`config.mk`:
```
export PLATFORM = sky130hd
export DESIGN_NAME = cmpi_eq_unit
export DESIGN_NICKNAME = d
export VERILOG_FILES = /design/src/rtl/cmpi_pkg.sv /design/src/rtl/cmpi_decode.sv /design/src/rtl/cmpi_expand.sv /design/src/rtl/cmpi_flagreg.sv /design/src/rtl/cmpi_eq_unit.sv
export SDC_FILE = /design/constraint.sdc
export NUM_CORES = 1
export LEC_CHECK = 0
export ABC_AREA = 1
export BUFFER_PORTS_ARGS = -buffer_cell sky130_fd_sc_hd__buf_2
export CAP_MARGIN = 20
export CORE_MARGIN = 2
export CORE_UTILIZATION = 45
export DETAILED_ROUTE_END_ITERATION = 6
export PLACE_DENSITY = 0.94
export SKIP_CTS_REPAIR_TIMING = 1
export SLEW_MARGIN = 20
export SYNTH_ARGS = -nofsm -noshare
export SYNTH_HDL_FRONTEND = slang
export SYNTH_HIERARCHICAL = 1
export SYNTH_SLANG_ARGS = --single-unit
```
`constraint.sdc`:
```
create_clock -name clk -period 2.9 [get_ports clk]
set_input_delay 0.58 -clock clk [delete_from_list [all_inputs] [get_ports clk]]
set_output_delay 0.58 -clock clk [all_outputs]
set_load 0.01 [all_outputs]
```
`src/rtl/cmpi_pkg.sv`:
```
package cmpi_pkg;

   // Widening forms of the 18-bit constant
   typedef enum logic [1:0] {
      CMPV_BOTH = 2'd0,
      CMPV_HIGH = 2'd1,
      CMPV_LOW  = 2'd2,
      CMPV_NEG  = 2'd3
   } cmpi_variant_e;

   localparam int unsigned NUM_VARIANTS = 4;
   localparam int unsigned NUM_FIELDS   = 4;

endpackage

```
`src/rtl/cmpi_decode.sv`:
```
module cmpi_decode
   import cmpi_pkg::*;
#(
   parameter int unsigned FIELD_W  = 9,
   parameter logic [FIELD_W-1:0] OPC_BOTH = 9'h120,
   parameter logic [FIELD_W-1:0] OPC_HIGH = 9'h121,
   parameter logic [FIELD_W-1:0] OPC_LOW  = 9'h122,
   parameter logic [FIELD_W-1:0] OPC_NEG  = 9'h123,
   localparam int unsigned WORD_W = NUM_FIELDS * FIELD_W,
   localparam int unsigned IMM_W  = 2 * FIELD_W
) (
   input  logic [WORD_W-1:0]  instr,
   output logic [FIELD_W-1:0] rd_addr,
   output logic [IMM_W-1:0]   imm,
   output logic               is_cmp,
   output cmpi_variant_e      variant
);

   localparam int unsigned OPC_LSB = 3 * FIELD_W;
   localparam int unsigned DST_LSB = 2 * FIELD_W;
   localparam int unsigned LFT_LSB = FIELD_W;

   if (FIELD_W < 2) begin : g_chk_field
      $error("cmpi_decode: FIELD_W must be at least 2");
   end
   if ((OPC_BOTH == OPC_HIGH) || (OPC_BOTH == OPC_LOW) || (OPC_BOTH == OPC_NEG) ||
       (OPC_HIGH == OPC_LOW) || (OPC_HIGH == OPC_NEG) || (OPC_LOW == OPC_NEG)) begin : g_chk_opc
      $error("cmpi_decode: compare opcodes must be distinct");
   end

   logic [FIELD_W-1:0] opc_f;
   logic [FIELD_W-1:0] dst_f;
   logic [FIELD_W-1:0] lft_f;

   always_comb begin
      opc_f   = instr[OPC_LSB +: FIELD_W];
      dst_f   = instr[DST_LSB +: FIELD_W];
      lft_f   = instr[LFT_LSB +: FIELD_W];
      rd_addr = instr[0 +: FIELD_W];
      imm     = {dst_f, lft_f};
   end

   always_comb begin
      is_cmp  = 1'b1;
      variant = CMPV_BOTH;
      unique case (opc_f)
         OPC_BOTH: variant = CMPV_BOTH;
         OPC_HIGH: variant = CMPV_HIGH;
         OPC_LOW:  variant = CMPV_LOW;
         OPC_NEG:  variant = CMPV_NEG;
         default:  is_cmp  = 1'b0;
      endcase
   end

   // constant halves come from the two borrowed fields
   always_comb begin
      assert_imm_fields_R2: assert (imm == instr[LFT_LSB +: IMM_W])
         else $error("constant is not formed from destination and left fields");
   end

endmodule

```
`src/rtl/cmpi_expand.sv`:
```
module cmpi_expand
   import cmpi_pkg::*;
#(
   parameter int unsigned IMM_W = 18,
   localparam int unsigned WORD_W = 2 * IMM_W
) (
   input  logic [IMM_W-1:0]  imm,
   input  cmpi_variant_e     variant,
   output logic [WORD_W-1:0] wide
);

   if (IMM_W < 1) begin : g_chk_imm
      $error("cmpi_expand: IMM_W must be positive");
   end

   logic [WORD_W-1:0] cand [NUM_VARIANTS];

   for (genvar v = 0; v < NUM_VARIANTS; v++) begin : g_form
      if (v == int'(CMPV_BOTH)) begin : g_both
         assign cand[v] = {imm, imm};
      end else if (v == int'(CMPV_HIGH)) begin : g_high
         assign cand[v] = {imm, {IMM_W{1'b0}}};
      end else if (v == int'(CMPV_LOW)) begin : g_low
         assign cand[v] = {{IMM_W{1'b0}}, imm};
      end else begin : g_neg
         assign cand[v] = {{IMM_W{1'b1}}, imm};
      end
   end

   assign wide = cand[variant];

endmodule

```
`src/rtl/cmpi_flagreg.sv`:
```
module cmpi_flagreg #(
   parameter int unsigned FLAG_W = 4,
   parameter int unsigned Z_BIT  = 0
) (
   input  logic              clk,
   input  logic              rst_n,
   input  logic              load,
   input  logic              z_new,
   input  logic [FLAG_W-1:0] flags_in,
   output logic [FLAG_W-1:0] flags_out,
   output logic              upd_valid
);

   localparam logic [FLAG_W-1:0] ZMASK = {{(FLAG_W-1){1'b0}}, 1'b1} << Z_BIT;

   if (Z_BIT >= FLAG_W) begin : g_chk_z
      $error("cmpi_flagreg: Z_BIT outside flag word");
   end

   logic [FLAG_W-1:0] flags_nxt;

   always_comb begin
      flags_nxt        = flags_in;
      flags_nxt[Z_BIT] = z_new;
   end

   always_ff @(posedge clk) begin
      if (!rst_n) begin
         flags_out <= '0;
         upd_valid <= 1'b0;
      end else begin
         upd_valid <= load;
         if (load) begin
            flags_out <= flags_nxt;
         end
      end
   end

   assert_keep_others_R8: assert property (@(posedge clk) disable iff (!rst_n)
      load |=> ((flags_out & ~ZMASK) == ($past(flags_in) & ~ZMASK)))
      else $error("non-zero flags not carried through");

   assert_hold_idle_R10: assert property (@(posedge clk) disable iff (!rst_n)
      !load |=> ($stable(flags_out) && !upd_valid))
      else $error("flags changed without an accepted compare");

   assert_strobe_R9: assert property (@(posedge clk) disable iff (!rst_n)
      load |=> upd_valid)
      else $error("update strobe missing");

endmodule

```
`src/rtl/cmpi_eq_unit.sv`:
```
module cmpi_eq_unit
   import cmpi_pkg::*;
#(
   parameter int unsigned FIELD_W  = 9,
   parameter int unsigned FLAG_W   = 4,
   parameter int unsigned Z_BIT    = 0,
   parameter logic [FIELD_W-1:0] OPC_BOTH = 9'h120,
   parameter logic [FIELD_W-1:0] OPC_HIGH = 9'h121,
   parameter logic [FIELD_W-1:0] OPC_LOW  = 9'h122,
   parameter logic [FIELD_W-1:0] OPC_NEG  = 9'h123,
   localparam int unsigned IMM_W  = 2 * FIELD_W,
   localparam int unsigned WORD_W = NUM_FIELDS * FIELD_W
) (
   input  logic               clk,
   input  logic               rst_n,
   input  logic               in_valid,
   input  logic [WORD_W-1:0]  instr,
   output logic [FIELD_W-1:0] rd_addr,
   input  logic [WORD_W-1:0]  reg_data,
   input  logic [FLAG_W-1:0]  flags_in,
   output logic [FLAG_W-1:0]  flags_out,
   output logic               upd_valid
);

   logic [IMM_W-1:0]  imm;
   logic              is_cmp;
   cmpi_variant_e     variant;
   logic [WORD_W-1:0] wide;
   logic              match;
   logic              accept;

   cmpi_decode #(
      .FIELD_W  (FIELD_W),
      .OPC_BOTH (OPC_BOTH),
      .OPC_HIGH (OPC_HIGH),
      .OPC_LOW  (OPC_LOW),
      .OPC_NEG  (OPC_NEG)
   ) u_decode (
      .instr   (instr),
      .rd_addr (rd_addr),
      .imm     (imm),
      .is_cmp  (is_cmp),
      .variant (variant)
   );

   cmpi_expand #(
      .IMM_W (IMM_W)
   ) u_expand (
      .imm     (imm),
      .variant (variant),
      .wide    (wide)
   );

   assign match  = (wide == reg_data);
   assign accept = in_valid && is_cmp;

   cmpi_flagreg #(
      .FLAG_W (FLAG_W),
      .Z_BIT  (Z_BIT)
   ) u_flags (
      .clk       (clk),
      .rst_n     (rst_n),
      .load      (accept),
      .z_new     (match),
      .flags_in  (flags_in),
      .flags_out (flags_out),
      .upd_valid (upd_valid)
   );

   assert_low_upper_R3: assert property (@(posedge clk) disable iff (!rst_n)
      (accept && variant == CMPV_LOW && reg_data[WORD_W-1:IMM_W] != '0) |=> !flags_out[Z_BIT])
      else $error("low form matched a value with upper bits set");

   assert_high_lower_R4: assert property (@(posedge clk) disable iff (!rst_n)
      (accept && variant == CMPV_HIGH && reg_data[IMM_W-1:0] != '0) |=> !flags_out[Z_BIT])
      else $error("high form matched a value with lower bits set");

   assert_both_halves_R5: assert property (@(posedge clk) disable iff (!rst_n)
      (accept && variant == CMPV_BOTH && reg_data[WORD_W-1:IMM_W] != reg_data[IMM_W-1:0])
      |=> !flags_out[Z_BIT])
      else $error("both form matched unequal halves");

   assert_neg_upper_R6: assert property (@(posedge clk) disable iff (!rst_n)
      (accept && variant == CMPV_NEG && reg_data[WORD_W-1:IMM_W] != '1) |=> !flags_out[Z_BIT])
      else $error("negative form matched a value without ones above");

   assert_zero_flag_R7: assert property (@(posedge clk) disable iff (!rst_n)
      accept |=> (flags_out[Z_BIT] == $past(match)))
      else $error("zero flag disagrees with comparison");

   assert_reset_R11: assert property (@(posedge clk)
      $past(!rst_n) |-> (flags_out == '0 && !upd_valid))
      else $error("reset state wrong");

endmodule

```
* Word-level counts from Yosys, hierarchy flattened
Index checks and enable logic that the tools add are counted.
** Storage, ports and cells
- Output and inout bits :: 14
- Flip-flop bits (word level) :: 5
- Word-level logic and storage cells :: 16
- Bits of input ports :: 79
** Operators by class
- Order comparisons :: 1
- Mux-type cells :: 5
- Reductions and logical operators :: 2
- Bitwise gates (word level) :: 1
- Eq/ne operators :: 5
** Operator list (number)
- $bmux 36 s2 :: 1
- $mux 36 :: 2
- $eq 36x36->1 :: 1
- $eq 9x9->1 const B :: 4
- $pmux 2 s3 :: 1
- $reduce_or 4->1 :: 1
- $ge 3x3->1 const B :: 1
- $not 2->3 :: 1
- $logic_and 1x1->1 :: 1
- $mux 1 :: 1

* Depth between registers and ports, before layout
- Depth after elaboration :: 7
- Gate-level depth with buffers :: 21
- Gate-level depth less buffers :: 19

* By module
The synthesis kept the hierarchy.
** By module, submodules not included
- cmpi_eq_unit :: area an instance 655.6 sq um, cells each 154, times used 1
- cmpi_expand :: area an instance 377.9 sq um, cells each 62, times used 1
- cmpi_decode :: area an instance 325.3 sq um, cells each 56, times used 1
- cmpi_flagreg :: area an instance 203.9 sq um, cells each 28, times used 1

* Worst setup path after synthesis
Ideal clock, no wire load.
- Path kind :: input -> register
- Start point :: input instr[31]
- End point :: register u_flags.flags_out[0]
- Library setup time :: 64 ps
- Setup slack :: 683 ps
- Data required time :: 2836 ps
- Cell stages on the path :: 21
- Data arrival time :: 2153 ps
- Path through :: inv_1 nand2_1 nor2_2 nand2_1 nor3_2 buf_6 inv_6 buf_12 a21oi_2 inv_1 nand2_1 nand2_1 nor2_1 nand2_1 nor2_1 nand3_1 nor2_1 inv_1 nand2_2 nand2_1 nor2_1
** Between the ends
- Longest elaborated chain between the ends :: 7
- Elaborated cells between the ends (all ways) :: 13
- Those cells by class :: eq/ne (5); mux (5); bitwise (1); reduce/logical (2)
** RTL lines
- start: declaration :: RTL line cmpi_eq_unit.sv:17 : input logic [WORD_W-1:0] instr,
- $eq 9x9->1 :: RTL line cmpi_decode.sv:46 : unique case (opc_f)
- $pmux 2 s3 * :: RTL line cmpi_decode.sv:46
- via variant[1] :: RTL line cmpi_eq_unit.sv:27 : cmpi_variant_e variant;
- $not 2->3 (implied by the code) * :: RTL line cmpi_expand.sv:30 : assign wide = cand[variant];
- $bmux 36 s2 * :: RTL line cmpi_expand.sv:30
- $mux 36 (implied by the code) * (2 in series) :: RTL line cmpi_expand.sv:30
- via wide[1] :: RTL line cmpi_eq_unit.sv:28 : logic [WORD_W-1:0] wide;
- $eq 36x36->1 * :: RTL line cmpi_eq_unit.sv:54 : assign match = (wide == reg_data);
- via match :: RTL line cmpi_eq_unit.sv:29 : logic match;
- end signal: assignment :: RTL line cmpi_flagreg.sv:34 : flags_out <= flags_nxt;
- end: declaration :: RTL line cmpi_flagreg.sv:10 : output logic [FLAG_W-1:0] flags_out,
Mark *: on every way through the listed nets, which the timed path passes. The rest lies on a longest branch. The select of a mux whose other input is x is not followed.
A chain may end at the register's enable or synchronous reset.

* Worst setup path after layout
Same ends and word-level chain as after synthesis.

==> impl_metrics.toml <==
[logic_synthesis]
synth_compound_area_frac = 0.150
synth_mux_area_frac = 0
synth_top_area_share = 0.209
syn_area_mm2 = 0.00156
ys_seq_area_frac = 0.0641
ys_warn_count = 6
synth_top_family_by_area = "buffers and inverters"
synthCells = 300
synthAdderAreaFrac = 0
synth_nets = 379
syn_avg_cell_area_um2 = 5.21
synth-seq-cells = 5
ys_types = 23
synth_area_leader_cell = "nand2_1"
synth_xor_xnor_area_share = 0.0785
synthTopCellsByArea = "nand2_1 21%, inv_1 18%, buf_4 14%"
yosys.area_share.simple = 0.346

[setup_path]
cp-end-kind = "flop"
slowest_delay_ps = 240
r2r_start = "u_flags/flags_out[1]"
worstPathCellList = "buf_2, inv_1, nand2_1, nor2_2, nand2_1, nor3_2, buf_4, nand2_4, o21ai_0, inv_1, nand2_1, nand2_1, nor2_1, nand2_1, nor2_1, nand3_1, nor2_1, inv_1, nand2_2, nand2_1, nor2_1"
regToRegSetupSlack_ps = 2300
worstPathArrival_ps = 2520
crit_top_cell = "nand2_1"
ff2ff_path_depth = 2
cp-start-kind = "primary input"
crit_type = "in -> reg"
critPathMaxFanout = 18
slowest_stage = "buf_4"
cp.required_ps = 3080
worstReg2RegEnd = "u_flags/flags_out[1]"

[clocking]
htreeDepth = 1
cts-root-buf = "clkbuf_4"
cts_buffers = 3
cts.sinks = 5
cts_tree = "built"
cts.clk_slew.worst_paths_ps = 40
clock_latency_ps = 250
clockBufferDepth = 2

[timing]
finalCritPeriodShare = 0.806
relSlewSlack = 0.780
setup-violations-final = 0
tns_ps = 0
finalMaxSlewViolations = 0
hold_violations = 0
period_needed_ps = 2340
clock.fmax_ghz = 0.428
clock_skew_ps = 0
rsz0062_at_grt = "false"
hold_ws_ps = 477
worstMarginPinSlew_ps = 330

[status]
outcome = "finished clean"

[place]
routabilityCongestion = 0.816
io_buffers = 73
dp_hpwl_mm = 2.91

[die]
start_util = 0.468
num_rows = 21
die-area_mm2 = 0.00396
coreArea_mm2 = 0.00334
io_pins = 93
chipWidth_um = 62.9
die_y_um = 62.9

[power]
powerDensity_mw_per_mm2 = 178
peakVddDrop_uv = 79.4
p_leak_nw = 1.20

[min_path]
worstHoldStart = "u_flags/flags_out[3]"
hold_depth = 2
hp-class = "reg -> reg"
hold_end = "u_flags/flags_out[3]"

[routing]
first_iter_violations = 69
wl_mm = 3.45
wl_per_cell_um = 8.77
first_pass_iters = 5
num_vias = 1719
antenna_left = 0
avgViaCountPerCell = 4.37
route.detailed.drc = 0

[cells_and_area]
nFillCells = 391
antenna_cells = 0
syn_to_final_growth_pct = 13.1
nets = 427
final_layout_size_suffix_gt1_frac = 0.288

[global_routing]
grt_pass1_wl_mm = 5.82
grt_pass1_vias = 1586
grt_max_degree = 19
grt-ovfl-total = 0
grt_usage = 0.174
antenna_found_initial = 0

[job]
drv_cap = 0
[flip-flops by register name, summed over array words and instances (netlist names)]
register and count:
u_flags/flags_out 4, u_flags/upd_valid 1
[kinds of logic after synthesis]
logic type / Yosys count
xor gates and xnor gates: 14
and+or+nand+nor: 134
AOI/OAI and AO/OA: 37
DFF: 5
buffers and inverters: 110
[cell usage after synthesis]
cell      instances
a21oi_1           8
a21oi_2           9
a21oi_4           1
buf_12            1
buf_4            29
buf_6             3
clkbuf_1          1
dfxtp_1           5
inv_1            75
inv_6             1
nand2_1          87
nand2_2           3
nand2_4           1
nand3_1           4
nand4_1           1
nor2_1           33
nor2_2            3
nor3_1            1
nor3_2            1
o21ai_0          18
o21ai_2           1
xnor2_1          10
xor2_1            4
[area by class of cell]
| cell class | instances | area [um^2] | area share |
|---|---|---|---|
| Clock buffer | 4 | 26.3 | 0.0149 |
| Timing Repair Buffer | 77 | 395 | 0.224 |
| Tap cell | 46 | 57.6 | 0.0326 |
| Inverter | 76 | 290 | 0.164 |
| Multi-Input combinational cell | 185 | 897 | 0.508 |
| Sequential cell | 5 | 100 | 0.0567 |
[cell usage in the layout, fill, tap and decap left out]
master	n
nand2_1	87
clkbuf_4	3
inv_6	1
nand4_1	1
nor2_2	3
o21ai_2	1
a21oi_1	8
buf_2	73
nand3_1	4
a21oi_4	1
a21oi_2	9
inv_1	75
clkbuf_1	1
xor2_1	4
o21ai_0	18
nand2_4	1
nand2_2	3
xnor2_1	10
nor3_2	1
dfxtp_1	5
nor3_1	1
nor2_1	33
buf_4	4
[report_power, final]
part           switching (mW)  leakage [nW]  total (mW)  internal, mW
combinational          0.0832          1.14       0.162        0.0784
sequential           0.000149        0.0403      0.0694        0.0693
clock                  0.0310        0.0150      0.0832        0.0522
total                   0.114          1.20       0.314         0.200
[worst max-delay path, delay by kind of cell]
family	cells	cell delay, ps
AND/OR/NAND/NOR	15	1270
AO/OA/AOI/OAI	1	150
buffers and inverters	5	500
[worst max path at each step]
stage                     startpoint              endpoint  depth (start not counted)
after floorplan            instr[31]  u_flags/flags_out[0]                         21
after global placement     instr[31]  u_flags/flags_out[0]                         21
after detailed placement   instr[31]  u_flags/flags_out[0]                         21
after CTS                  instr[31]  u_flags/flags_out[0]                         21
after global routing       instr[31]  u_flags/flags_out[0]                         21
final                      instr[31]  u_flags/flags_out[0]                         21
[through the flow]
step	setup WS (ps)	util	instance area, um^2	cells	total power, mW
final	564	0.529	1770	393	0.314
after global placement	377	0.522	1740	389	0.227
after global routing	217	0.529	1770	393	0.346
after CTS	550	0.529	1770	393	0.316
after floorplan	683	-	1560	300	0.196
after detailed placement	297	0.522	1740	389	0.232
[metal layers]
layer	routed length (um)	global-route usage
met1	1500	0.194
met2	1760	0.339
met3	141	0.0126
met4	39	0.0583
met5	0	0
No activity file was read; power rests on OpenSTA's default activity.
